--- src/rtl/bim_pkg.sv ---
package bim_pkg;
  localparam int unsigned POL_N    = 2;
  localparam int unsigned FALL_IDX = 0;
  localparam int unsigned RISE_IDX = 1;
endpackage

--- src/rtl/bim_bandpass.sv ---
module bim_bandpass #(
  parameter int unsigned DATA_W   = 16,
  parameter int unsigned FRAC_W   = 4,
  parameter int unsigned HP_SHIFT = 13,
  parameter int unsigned LP_SHIFT = 10,
  parameter int unsigned ACC_W    = DATA_W + FRAC_W + 3
) (
  input  logic                     clk,
  input  logic                     rst_n,
  input  logic                     tick,
  input  logic [DATA_W-1:0]        x,
  output logic signed [ACC_W-1:0]  f_next
);
  localparam int unsigned EXT_W = ACC_W - DATA_W - FRAC_W;

  logic signed [ACC_W-1:0] dc_q, dc_d, lp_q, lp_d, xs, hp, lp_err;

  always_comb begin
    xs     = {{EXT_W{x[DATA_W-1]}}, x, {FRAC_W{1'b0}}};
    hp     = xs - dc_q;
    lp_err = hp - lp_q;
    dc_d   = dc_q;
    lp_d   = lp_q;
    if (tick) begin
      dc_d = dc_q + (hp >>> HP_SHIFT);
      lp_d = lp_q + (lp_err >>> LP_SHIFT);
    end
    f_next = lp_d;
  end

  always_ff @(posedge clk or negedge rst_n) begin
    if (!rst_n) begin
      dc_q <= '0;
      lp_q <= '0;
    end else if (tick) begin
      dc_q <= dc_d;
      lp_q <= lp_d;
    end
  end

  p_hold_r2: assert property (@(posedge clk) disable iff (!rst_n)
    !tick |=> ($stable(lp_q) && $stable(dc_q)));
endmodule

--- src/rtl/bim_edge_detect.sv ---
module bim_edge_detect #(
  parameter int unsigned DATA_W = 16,
  parameter int unsigned FRAC_W = 4,
  parameter int unsigned ACC_W  = DATA_W + FRAC_W + 3
) (
  input  logic                     clk,
  input  logic                     rst_n,
  input  logic                     tick,
  input  logic signed [ACC_W-1:0]  f,
  input  logic [DATA_W-1:0]        thr,
  output logic                     rise,
  output logic                     fall
);
  localparam int unsigned EXT_W = ACC_W - DATA_W - FRAC_W;

  logic signed [ACC_W-1:0] lim_p, lim_n;
  logic hi_q, hi_d;

  always_comb begin
    lim_p = {{EXT_W{1'b0}}, thr, {FRAC_W{1'b0}}};
    lim_n = -lim_p;
    rise  = tick && !hi_q && (f > lim_p);
    fall  = tick &&  hi_q && (f < lim_n);
    hi_d  = hi_q;
    if (rise) hi_d = 1'b1;
    if (fall) hi_d = 1'b0;
  end

  always_ff @(posedge clk or negedge rst_n) begin
    if (!rst_n) hi_q <= 1'b0;
    else if (tick) hi_q <= hi_d;
  end

  p_rise_sets_r3: assert property (@(posedge clk) disable iff (!rst_n)
    rise |=> hi_q);
  p_fall_clears_r3: assert property (@(posedge clk) disable iff (!rst_n)
    fall |=> !hi_q);
endmodule

--- src/rtl/bim_interval_timer.sv ---
module bim_interval_timer #(
  parameter int unsigned CNT_W     = 20,
  parameter int unsigned TMO_LIMIT = 78125
) (
  input  logic             clk,
  input  logic             rst_n,
  input  logic             tick,
  input  logic             edge_hit,
  output logic             rep_valid,
  output logic             rep_tmo,
  output logic [CNT_W-1:0] rep_len
);
  localparam logic [CNT_W-1:0] CNT_MAX = {CNT_W{1'b1}};
  localparam logic [CNT_W-1:0] LIM     = CNT_W'(TMO_LIMIT);

  logic [CNT_W-1:0] cnt_q, cnt_d, cnt_inc, len_q, len_d;
  logic armed_q, armed_d, val_q, val_d, tmo_q, tmo_d;

  always_comb begin
    cnt_inc = (cnt_q == CNT_MAX) ? cnt_q : cnt_q + 1'b1;
    cnt_d   = cnt_q;
    armed_d = armed_q;
    val_d   = 1'b0;
    tmo_d   = 1'b0;
    len_d   = '0;
    if (tick) begin
      cnt_d = cnt_inc;
      if (edge_hit) begin
        cnt_d   = '0;
        armed_d = 1'b1;
        if (armed_q) begin
          if (cnt_inc > LIM) tmo_d = 1'b1;
          else begin
            val_d = 1'b1;
            len_d = cnt_inc;
          end
        end
      end
    end
  end

  always_ff @(posedge clk or negedge rst_n) begin
    if (!rst_n) begin
      cnt_q   <= '0;
      armed_q <= 1'b0;
      val_q   <= 1'b0;
      tmo_q   <= 1'b0;
      len_q   <= '0;
    end else begin
      cnt_q   <= cnt_d;
      armed_q <= armed_d;
      val_q   <= val_d;
      tmo_q   <= tmo_d;
      len_q   <= len_d;
    end
  end

  assign rep_valid = val_q;
  assign rep_tmo   = tmo_q;
  assign rep_len   = len_q;

  p_first_arm_r4: assert property (@(posedge clk) disable iff (!rst_n)
    (tick && edge_hit && !armed_q) |=> (!val_q && !tmo_q));
  p_len_bound_r7: assert property (@(posedge clk) disable iff (!rst_n)
    val_q |-> (len_q <= LIM && len_q != '0));
  p_idle_r8: assert property (@(posedge clk) disable iff (!rst_n)
    !tick |=> (!val_q && !tmo_q));
endmodule

--- src/rtl/beat_interval_meter.sv ---
module beat_interval_meter
  import bim_pkg::*;
#(
  parameter int unsigned DATA_W    = 16,
  parameter int unsigned FRAC_W    = 4,
  parameter int unsigned HP_SHIFT  = 13,
  parameter int unsigned LP_SHIFT  = 10,
  parameter int unsigned CNT_W     = 20,
  parameter int unsigned TMO_LIMIT = 78125
) (
  input  logic              clk,
  input  logic              rst_n,
  input  logic              smp_valid,
  input  logic [DATA_W-1:0] smp_data,
  input  logic [DATA_W-1:0] hyst_thr,
  output logic              per_valid,
  output logic              per_rise,
  output logic [CNT_W-1:0]  per_samples,
  output logic              per_timeout
);
  localparam int unsigned ACC_W = DATA_W + FRAC_W + 3;

  logic signed [ACC_W-1:0] filt;
  logic [POL_N-1:0] edge_vec, val_vec, tmo_vec;
  logic [CNT_W-1:0] len_arr [POL_N];

  bim_bandpass #(.DATA_W(DATA_W), .FRAC_W(FRAC_W), .HP_SHIFT(HP_SHIFT),
                 .LP_SHIFT(LP_SHIFT), .ACC_W(ACC_W)) u_filt (
    .clk(clk), .rst_n(rst_n), .tick(smp_valid), .x(smp_data), .f_next(filt));

  bim_edge_detect #(.DATA_W(DATA_W), .FRAC_W(FRAC_W), .ACC_W(ACC_W)) u_edge (
    .clk(clk), .rst_n(rst_n), .tick(smp_valid), .f(filt), .thr(hyst_thr),
    .rise(edge_vec[RISE_IDX]), .fall(edge_vec[FALL_IDX]));

  for (genvar p = 0; p < POL_N; p++) begin : g_timer
    bim_interval_timer #(.CNT_W(CNT_W), .TMO_LIMIT(TMO_LIMIT)) u_tmr (
      .clk(clk), .rst_n(rst_n), .tick(smp_valid), .edge_hit(edge_vec[p]),
      .rep_valid(val_vec[p]), .rep_tmo(tmo_vec[p]), .rep_len(len_arr[p]));
  end

  always_comb begin
    per_valid   = |val_vec;
    per_timeout = |tmo_vec;
    per_rise    = val_vec[RISE_IDX] | tmo_vec[RISE_IDX];
    per_samples = '0;
    if (val_vec[RISE_IDX])      per_samples = len_arr[RISE_IDX];
    else if (val_vec[FALL_IDX]) per_samples = len_arr[FALL_IDX];
  end

  p_excl_r5: assert property (@(posedge clk) disable iff (!rst_n)
    !(per_valid && per_timeout));
  p_one_pol_r3: assert property (@(posedge clk) disable iff (!rst_n)
    $onehot0(val_vec | tmo_vec));
endmodule

--- config.mk ---
export PLATFORM = sky130hd
export DESIGN_NAME = beat_interval_meter
export DESIGN_NICKNAME = d
export VERILOG_FILES = /design/src/rtl/bim_pkg.sv /design/src/rtl/bim_bandpass.sv /design/src/rtl/bim_edge_detect.sv /design/src/rtl/bim_interval_timer.sv /design/src/rtl/beat_interval_meter.sv
export SDC_FILE = /design/constraint.sdc
export NUM_CORES = 1
export LEC_CHECK = 0
export BUFFER_PORTS_ARGS = -buffer_cell sky130_fd_sc_hd__buf_2
export CAP_MARGIN = 20
export CELL_PAD_IN_SITES_DETAIL_PLACEMENT = 0
export CELL_PAD_IN_SITES_GLOBAL_PLACEMENT = 1
export CORE_AREA = 4 4 171 156
export CTS_BUF_LIST = sky130_fd_sc_hd__clkbuf_2
export DETAILED_ROUTE_END_ITERATION = 12
export DIE_AREA = 0 0 175 160
export PLACE_DENSITY_LB_ADDON = 0.1
export SETUP_SLACK_MARGIN = 0.15
export SLEW_MARGIN = 15
export SYNTH_ARGS = -nofsm -noshare
export SYNTH_HDL_FRONTEND = slang
export SYNTH_HIERARCHICAL = 1
export SYNTH_SLANG_ARGS = --single-unit
--- constraint.sdc ---
create_clock -name clk -period 9.9 [get_ports clk]
set_input_delay 1.485 -clock clk [delete_from_list [all_inputs] [get_ports clk]]
set_output_delay 1.485 -clock clk [all_outputs]
set_load 0.01 [all_outputs]
==> qor.csv <==
stage,metric,value,unit
sta,fmax,111,MHz
yosys,yosys_register_bits,133,
placed_design,gp_congestion,0.893,
clocking,cts.hold.buffers_added,0,
yosys,ys_types,98,
critical_path,crit_arrival,9.66,ns
floorplanning,start_util,47.5,%
layout,drive_gt1_share,11.8,%
layout,layout.nets,1587,
grt,groute.usage.overall,21.5,%
status,status,"complete, no violations",
layout,final_cell_area,12600,sq um
critical_path,cp_max_fo,19,
clocking,cts.sinks,133,
grt,antenna_found_initial,1,
yosys,async_reset_ff_share,100,%
sta,fin_skew,0.0548,ns
critical_path,reg2reg_from,u_filt/dc_q[11],
yosys,syn_avg_cell_area,8.52,sq um
yosys,netlist.area_leader.share,28.1,%
yosys,yosys_warnings,6,
sta,setup_viol,0,
critical_path,crit_slowest_cell,a2111o_1,
layout,final_cell_mix,"133 x dfrtp_1, 126 x ha_1, 114 x o21ai_0, 113 x nand2_1, 103 x a21oi_1",
floorplanning,die_w,175,um
grt,grt_overflow,0,
critical_path,crit_type,in -> reg,
critical_path,cp_common_cell,a21o_1,
clocking,post_cts_buffers,0,
detailed_routing,drt_iter0_drc,623,
critical_path,max_stage_delay,0.40,ns
grt,grt_pass1_wl,49.6,mm
layout,syn_to_final_growth,6.64,%
clocking,clock_path_buffers,2,
layout,final_common_cell,dfrtp_1,
clocking,clk_latency,0.73,ns
placed_design,place_area,12400,sq um
clocking,cts_tree,yes,
placed_design,io_buffers,57,
detailed_routing,totalWireLength,30.3,mm
grt,grt_max_degree,80,
yosys,synth_edf_count,0,
worst_hold_path,holdCritPathClass,reg -> reg,
yosys,syn_inst,1389,
critical_path,critPathLaunchType,input port,
detailed_routing,drc_errors,0,
sta,finalMaxSlewViolations,0,
floorplanning,die_h,160,um
yosys,seq_area_frac_synth,28.1,%
critical_path,end_kind,register,
worst_hold_path,whs_endpoint,u_filt/dc_q[22],
yosys,synth_area_leaders,"dfrtp_1 28%, ha_1 13%, xnor2_1 5.6%",
critical_path,regToRegEndpoint,g_timer[1].u_tmr/rep_len[2],
job,maxCapViolCount,0,
clocking,cts-root-buf,clkbuf_2,
worst_hold_path,hp-start,u_filt/dc_q[22],
floorplanning,io_pins,58,
detailed_routing,ant_nets,0,
critical_path,cp.required,10.51,ns
grt,first_global_vias,9679,
yosys,synth_area,11800,sq um
floorplanning,placementRows,55,
worst_hold_path,holdPathStages,1,
sta,period_needed,9.04,ns
yosys,synth_flop_cell,dfrtp_1,
floorplanning,die-area,28000,sq um
sta,relSlewSlack,39.8,%
sta,worstMarginPinSlew,0.904,ns
detailed_routing,dr.pass1.iters,5,
sta,tns,0,ns
sta,rsz0062_at_grt,no,
clocking,numCtsBuffers,17,
clocking,htreeDepth,4,
clocking,cts.reportedPaths.clkPinSlew,0.20,ns
critical_path,reg2reg_slack,1.24,ns
sta,min_period_over_period,91.4,%
critical_path,ff2ff_path_depth,39,
yosys,synth_top_area_cell,dfrtp_1,
detailed_routing,post_drt_via_cell_ratio,5.70,
clocking,cts_resized,0,
detailed_routing,routedWlPerCell,17.0,um
detailed_routing,vias,10144,
sta,final_hold_viol_count,0,
placed_design,hpwlAfterDp,23.2,mm
floorplanning,design.core.area,24900,sq um
[critical path: cells and delay by family]
kind / cells / cell delay [ns]
AOI/OAI and AO/OA: 22 / 5.09
adders and majority gates: 3 / 1.00
and+or+nand+nor: 7 / 1.03
xor gates and xnor gates: 3 / 0.45
buffers and inverters: 4 / 0.58
[stage by stage]
| stage | hold slack [ns] | utilization, % | cells | setup slack (ns) |
|---|---|---|---|---|
| after global placement | 0.460 | 49.7 | 1747 | 0.405 |
| after global routing | 0.525 | 50.7 | 1780 | 0.160 |
| after CTS | 0.514 | 50.6 | 1779 | 0.991 |
| final | 0.509 | 50.7 | 1780 | 0.856 |
| after floorplan | 0.429 | - | 1393 | 0.684 |
| after detailed placement | 0.472 | 49.7 | 1747 | 0.252 |
[cell usage after synthesis (4+ instances only)]
cell,count
and3_1,13
nor2b_1,15
nor2_2,10
nor3_2,12
buf_6,4
a41oi_1,6
dfrtp_1,133
nand2b_1,15
a22o_1,25
xnor2_1,76
clkbuf_1,32
o21a_1,14
o211ai_1,6
mux2_2,4
o22ai_1,4
inv_1,87
a211oi_1,9
or4_1,4
o21ai_0,114
a21oi_1,103
and4_1,7
o21ai_1,8
nor4b_1,4
nor3_1,35
xor2_1,26
mux2i_1,20
a31oi_1,13
a211o_1,5
nand4_1,18
or3_1,9
buf_2,13
nor4_1,15
o21bai_1,5
nor2_1,99
and2_1,6
nand2_1,113
or2_2,5
ha_1,126
o31ai_1,18
nand3_1,36
a21o_1,33
[cell type report]
class | count | area (sq um)
clock buffers | 18 | 90.1
flip-flops and latches | 133 | 3330
inverters | 89 | 334
well taps | 342 | 428
diodes | 1 | 2.50
clock inverters | 14 | 135
repair buffers | 67 | 369
fillers | 2457 | 12300
multi-input cells | 1116 | 7930
[worst max path at each step]
stage	from	end	slack [ns]	cells after the start
after floorplan	smp_data[7]	g_timer[0].u_tmr/rep_len[12]	0.68	37
after global placement	smp_data[0]	g_timer[1].u_tmr/rep_len[2]	0.41	37
after detailed placement	smp_data[7]	g_timer[1].u_tmr/rep_len[2]	0.25	39
after CTS	smp_data[7]	g_timer[1].u_tmr/rep_len[2]	0.99	39
after global routing	smp_data[7]	g_timer[1].u_tmr/rep_len[2]	0.16	39
final	smp_data[7]	g_timer[1].u_tmr/rep_len[2]	0.86	39
[logic make-up (layout without fill, tap and decap cells)]
family | count (synthesis) | in the layout | synth area share [%]
other cells | 2 | 7 | 0.0635
simple gates | 445 | 445 | 20.3
xor+xnor | 104 | 104 | 7.82
mux | 24 | 24 | 2.07
fa+ha+maj | 128 | 128 | 13.7
compound gates | 409 | 409 | 22.9
flops | 133 | 133 | 28.1
buf+inv | 144 | 188 | 5.03
[state kept, by name, indices dropped and copies added, names as in the netlist]
register	flops
g_timer.u_tmr/cnt_q	40
g_timer.u_tmr/rep_valid	2
u_edge/hi_q	1
g_timer.u_tmr/rep_len	40
g_timer.u_tmr/rep_tmo	2
u_filt/dc_q	23
g_timer.u_tmr/armed_q	2
u_filt/lp_q	23
[layer usage]
layer	GRT usage, %	part of all wire (%)
met4	3.93	1.3
met3	3.53	4.5
met1	33.2	52
met2	31.8	42
met5	0	0
Power is not shown: default switching activity piles up to over one toggle a cycle in this logic, so the estimate is an artifact.
